### src/rtl/alarm_pkg.sv
package alarm_pkg;
  localparam int OFS_LOAD   = 'h20;
  localparam int OFS_REMAIN = 'h24;
  localparam int OFS_RUN    = 'h28;
  localparam int OFS_IRQEN  = 'h2C;
  localparam int OFS_PEND   = 'h30;
  localparam int OFS_WAKE   = 'h50;
endpackage

### src/rtl/alarm_regs.sv
module alarm_regs #(
  parameter int ADDR_W = 8,
  parameter int DATA_W = 32,
  parameter int CNT_W  = 32
) (
  input  logic              clk,
  input  logic              rst_n,
  input  logic              we,
  input  logic [ADDR_W-1:0] addr,
  input  logic [DATA_W-1:0] wdata,
  input  logic [CNT_W-1:0]  remain,
  input  logic              pend,
  output logic [DATA_W-1:0] rdata,
  output logic              ld_we,
  output logic [CNT_W-1:0]  ld_val,
  output logic              run_en,
  output logic              irq_en,
  output logic              wake_en,
  output logic              clr_req
);
  import alarm_pkg::*;

  logic [CNT_W-1:0] load_q, load_d;
  logic             run_q, run_d, ie_q, ie_d, wk_q, wk_d;
  logic             sel_load, sel_run, sel_ie, sel_wk, sel_pend;

  always_comb begin
    sel_load = (addr == ADDR_W'(OFS_LOAD));
    sel_run  = (addr == ADDR_W'(OFS_RUN));
    sel_ie   = (addr == ADDR_W'(OFS_IRQEN));
    sel_wk   = (addr == ADDR_W'(OFS_WAKE));
    sel_pend = (addr == ADDR_W'(OFS_PEND));
    load_d = (we && sel_load) ? wdata[CNT_W-1:0] : load_q;
    run_d  = (we && sel_run)  ? wdata[0] : run_q;
    ie_d   = (we && sel_ie)   ? wdata[0] : ie_q;
    wk_d   = (we && sel_wk)   ? wdata[0] : wk_q;
  end

  always_ff @(posedge clk or negedge rst_n) begin
    if (!rst_n) begin
      load_q <= '0;
      run_q  <= 1'b0;
      ie_q   <= 1'b0;
      wk_q   <= 1'b0;
    end else begin
      load_q <= load_d;
      run_q  <= run_d;
      ie_q   <= ie_d;
      wk_q   <= wk_d;
    end
  end

  always_comb begin
    ld_we   = we && sel_load;
    ld_val  = wdata[CNT_W-1:0];
    clr_req = we && sel_pend && wdata[0];
    run_en  = run_q;
    irq_en  = ie_q;
    wake_en = wk_q;
    rdata   = '0;
    if (sel_load)   rdata = DATA_W'(load_q);
    if (sel_emain()) rdata = DATA_W'(remain);
    if (sel_run)    rdata[0] = run_q;
    if (sel_ie)     rdata[0] = ie_q;
    if (sel_wk)     rdata[0] = wk_q;
    if (sel_pend)   rdata[0] = pend;
  end

  function automatic logic sel_emain();
    return addr == ADDR_W'(OFS_REMAIN);
  endfunction
endmodule

### src/rtl/alarm_counter.sv
module alarm_counter #(
  parameter int CNT_W = 32
) (
  input  logic             clk,
  input  logic             rst_n,
  input  logic             ld_we,
  input  logic [CNT_W-1:0] ld_val,
  input  logic             tick,
  input  logic             run_en,
  output logic [CNT_W-1:0] count,
  output logic             expire
);
  localparam logic [CNT_W-1:0] ONE = CNT_W'(1);

  logic [CNT_W-1:0] cnt_q, cnt_d;
  logic             cnt_ce, step;

  always_comb begin
    step   = tick && run_en && (cnt_q != '0);
    cnt_d  = cnt_q;
    cnt_ce = 1'b0;
    if (ld_we) begin
      cnt_d  = ld_val;
      cnt_ce = 1'b1;
    end else if (step) begin
      cnt_d  = cnt_q - ONE;
      cnt_ce = 1'b1;
    end
    expire = !ld_we && step && (cnt_q == ONE);
  end

  always_ff @(posedge clk or negedge rst_n) begin
    if (!rst_n)      cnt_q <= '0;
    else if (cnt_ce) cnt_q <= cnt_d;
  end

  assign count = cnt_q;
endmodule

### src/rtl/alarm_status.sv
module alarm_status (
  input  logic clk,
  input  logic rst_n,
  input  logic expire,
  input  logic clr_req,
  input  logic irq_en,
  input  logic wake_en,
  output logic pend,
  output logic irq,
  output logic wake
);
  logic pend_q, pend_d;

  always_comb begin
    pend_d = pend_q;
    if (expire)       pend_d = 1'b1;
    else if (clr_req) pend_d = 1'b0;
  end

  always_ff @(posedge clk or negedge rst_n) begin
    if (!rst_n) pend_q <= 1'b0;
    else        pend_q <= pend_d;
  end

  assign pend = pend_q;
  assign irq  = pend_q & irq_en;
  assign wake = pend_q & wake_en;
endmodule

### src/rtl/countdown_alarm.sv
module countdown_alarm #(
  parameter int ADDR_W = 8,
  parameter int DATA_W = 32,
  parameter int CNT_W  = 32
) (
  input  logic              clk,
  input  logic              rst_n,
  input  logic              sec_tick,
  input  logic              bus_we,
  input  logic [ADDR_W-1:0] bus_addr,
  input  logic [DATA_W-1:0] bus_wdata,
  output logic [DATA_W-1:0] bus_rdata,
  output logic              irq,
  output logic              wake
);
  logic [CNT_W-1:0] count_q, ld_val;
  logic ld_we, run_en, irq_en, wake_en, clr_req, expire, pend_q;

  alarm_regs #(.ADDR_W(ADDR_W), .DATA_W(DATA_W), .CNT_W(CNT_W)) u_regs (
    .clk(clk), .rst_n(rst_n), .we(bus_we), .addr(bus_addr), .wdata(bus_wdata),
    .remain(count_q), .pend(pend_q), .rdata(bus_rdata), .ld_we(ld_we),
    .ld_val(ld_val), .run_en(run_en), .irq_en(irq_en), .wake_en(wake_en),
    .clr_req(clr_req)
  );

  alarm_counter #(.CNT_W(CNT_W)) u_cnt (
    .clk(clk), .rst_n(rst_n), .ld_we(ld_we), .ld_val(ld_val), .tick(sec_tick),
    .run_en(run_en), .count(count_q), .expire(expire)
  );

  alarm_status u_stat (
    .clk(clk), .rst_n(rst_n), .expire(expire), .clr_req(clr_req),
    .irq_en(irq_en), .wake_en(wake_en), .pend(pend_q), .irq(irq), .wake(wake)
  );
endmodule

### config.mk
export PLATFORM = sky130hd
export DESIGN_NAME = countdown_alarm
export DESIGN_NICKNAME = d
export VERILOG_FILES = /design/src/rtl/alarm_pkg.sv /design/src/rtl/alarm_regs.sv /design/src/rtl/alarm_counter.sv /design/src/rtl/alarm_status.sv /design/src/rtl/countdown_alarm.sv
export SDC_FILE = /design/constraint.sdc
export NUM_CORES = 1
export LEC_CHECK = 0
export ABC_AREA = 1
export BUFFER_PORTS_ARGS = -buffer_cell sky130_fd_sc_hd__buf_2
export CORE_AREA = 5 5 70 120
export DETAILED_ROUTE_END_ITERATION = 10
export DIE_AREA = 0 0 75 125
export HOLD_SLACK_MARGIN = 0.15
export PLACE_DENSITY_LB_ADDON = 0.1
export SYNTH_ARGS = -nofsm -noshare
export SYNTH_HDL_FRONTEND = slang
export SYNTH_SLANG_ARGS = --single-unit
### constraint.sdc
create_clock -name clk -period 2.86 [get_ports clk]
set_clock_uncertainty 0.05 [all_clocks]
set_input_delay 0.143 -clock clk [delete_from_list [all_inputs] [get_ports clk]]
set_output_delay 0.143 -clock clk [all_outputs]
set_load 0.005 [all_outputs]
==> reports/qor.txt <==
CTS Buf Count = 9
Die H = 125 um
Final setup vio count = 0
Switch share = 0.333
Clock Latency Late Sink = 0.34 ns
Htree depth = 3
Peak VDD IR = 0.363 mV
Setup TNS = 0 ns
First-pass GRT wire length = 21400 um
Total of max-cap violations = 0
Initial Utilization = 0.576
Switching pwr = 1.05 mW
Worst Slack Setup Final = 0.403 ns
Die Area = 0.00938 sq mm
Placed instance count = 786
Critical Path RT = 3.08 ns
Flop pwr share = 0.389
Register area = 0.00170 sq mm
# clock sinks = 68
Setup WS pre-CTS = 0.448 ns
Die X = 75 um
Combinational cell fraction of total power = 0.248
Via Count = 4611
GPL Wtd Cong = 0.903
Worst-path clk slew = 0.05 ns
Status = finished, final reports clean
Commonest non-fill, non-tap cell in the layout = nand2_1
Hold WS = 0.192 ns
Post-CTS setup buffers = 0
Crit-path max FO = 37
DRT antenna net count = 0
Longest Clk Path Bufs = 2
Tcrit/Tclk final = 0.859
Slew Viols, Final = 0
Cell row count = 42
Drt total wl = 13000 um
Diodes inserted = 0
Tmin final = 2.46 ns
DRC violation count after routing = 0
Power Internal = 2.10 mW
# IOs = 78
Seq cells post-synth = 68
F_max = 407 MHz
Root buffer cell = clkbuf_16
Crit start category = register
Via density per instance = 5.50
Synth Instances = 633
Area grow syn2layout = 26.4%
Post-synthesis area per instance = 6.75 sq um
Routed len/inst = 15.5 um
Max-slew headroom at the worst pin = 0.463
Synth warn = 0
DRT Pass-1 Iters = 5
P_leak = 2.84 nW
Initial antenna violation count = 0
Setup crit end kind = register
Clock power frac = 0.363
CP arrival = 2.67 ns
Initial drt markers = 333
Share of layout cells above drive strength 1 = 0.161
Hold Vio Cnt, Final = 0
I/O Buffers = 77
Power density over the cells = 582 mW/mm^2
Synthesized area = 0.00427 sq mm
Netlist cell types = 31
DP Area = 0.00472 sq mm
Fin util = 0.728
Gr usage total = 0.294
Fillcell total = 637
Area of the multi-input gates = 0.00212 sq mm
Min-delay worst type = primary input to register
CTS tree = yes
Nets = 792
Vias in the first global route = 4692
Mapped Nets = 679
Sequential share of the synthesized area = 0.398
Grt ovf = 0
Finished Cell Area = 0.00540 sq mm
RSZ-0062 raised after global routing = false
Finished Layout Cells = 839
Largest net degree at the start of global routing = 38
Core ar. = 0.00741 sq mm
WS Path Type = register to register
Dpl hpwl = 9260 um
Most frequent cells in the layout = nand2_1 (193), inv_1 (83), nor2_1 (78), buf_2 (77), dfrtp_1 (68)
Total power = 3.14 mW
Worst slew pin tran = 0.805 ns
power by group through the flow:
stage / logic [mW] / registers (mW) / clock network [mW]
floorplan: 0.541 / 1.20 / 0
global placement: 0.701 / 1.23 / 0
detailed placement: 0.730 / 1.24 / 0
CTS: 0.774 / 1.22 / 1.15
global route: 0.885 / 1.24 / 1.19
finish: 0.780 / 1.22 / 1.14
per-layer routing:
layer  vias to the layer above  global-route usage  share of wire
met5                         -                   0              0
met4                         0               0.125          0.023
met3                        32              0.0386          0.058
met2                       159               0.529           0.54
met1                      2175               0.332           0.38
li1                       2245                   -              -
cells in the mapped netlist (all sizes together):
cell,number,area (sq um)
nor2,84,335
and2,1,6.26
o21ai,62,322
inv,89,337
nand4,9,56.3
a21oi,6,30.0
nor4,1,6.26
o22ai,28,175
clkbuf,10,37.5
nand3,43,228
xor2,8,70.1
ha,2,25.0
nor3,10,72.6
o21bai,3,22.5
o211ai,1,7.51
nand2,198,761
buf,10,77.6
dfrtp,68,1700
cell type report:
type / count / area share
inverters: 89 / 0.0624
well taps: 88 / 0.0204
multi-input cells: 456 / 0.392
clock inverters: 4 / 0.00881
repair buffers: 122 / 0.153
clock buffers: 12 / 0.0475
flip-flops and latches: 68 / 0.315
worst max-delay path: stages, from the launching register on:
cell and delay (ns):
dfrtp_1 0.40, inv_1 0.18, ha_1 0.25, nand2_2 0.16
nor2_2 0.16, nand2_2 0.09, o21ai_4 0.30, nand2_4 0.32
inv_4 0.29, nand2_1 0.08, nand3_1 0.09
state kept, by name, summed over array words and instances (netlist names):
| name | count |
|---|---|
| u_stat.pend | 1 |
| u_regs.wake_en | 1 |
| u_regs.run_en | 1 |
| u_regs.irq_en | 1 |
| u_regs.load_q | 32 |
| u_cnt.count | 32 |
path summary, 6_finish.rpt:
path                                               from                      endpoint  slack, ns  cells after the start
max                          u_cnt.count[0]$_DFFE_PN0P_   u_cnt.count[24]$_DFFE_PN0P_       0.40                     10
min                                         bus_addr[2]     u_regs.run_en$_DFFE_PN0P_       0.19                      4
max reg2reg                  u_cnt.count[0]$_DFFE_PN0P_   u_cnt.count[24]$_DFFE_PN0P_       0.40                     10
min reg2reg                u_regs.load_q[2]$_DFFE_PN0P_  u_regs.load_q[2]$_DFFE_PN0P_       0.44                      2
max in group asynchronous                         rst_n  u_regs.load_q[0]$_DFFE_PN0P_       1.71                      3
min in group asynchronous                         rst_n  u_regs.load_q[5]$_DFFE_PN0P_       0.38                      2
kinds of logic (layout without fill, tap and decap cells):
kind of cell / count (synthesis) / after routing / share of synthesized area
compound gates: 100 / 100 / 0.130
xor+xnor: 8 / 8 / 0.0164
fa+ha+maj: 2 / 2 / 0.00586
buf+inv: 109 / 227 / 0.106
flops: 68 / 68 / 0.398
simple gates: 346 / 346 / 0.343
timing repair:
item                                   CTS  global route
resized for setup                        0             0
hold buffers                            37             0
setup endpoints to repair                0             0
endpoints found under the hold margin   96             0
Note: power is estimated with default switching activity, not from simulation.
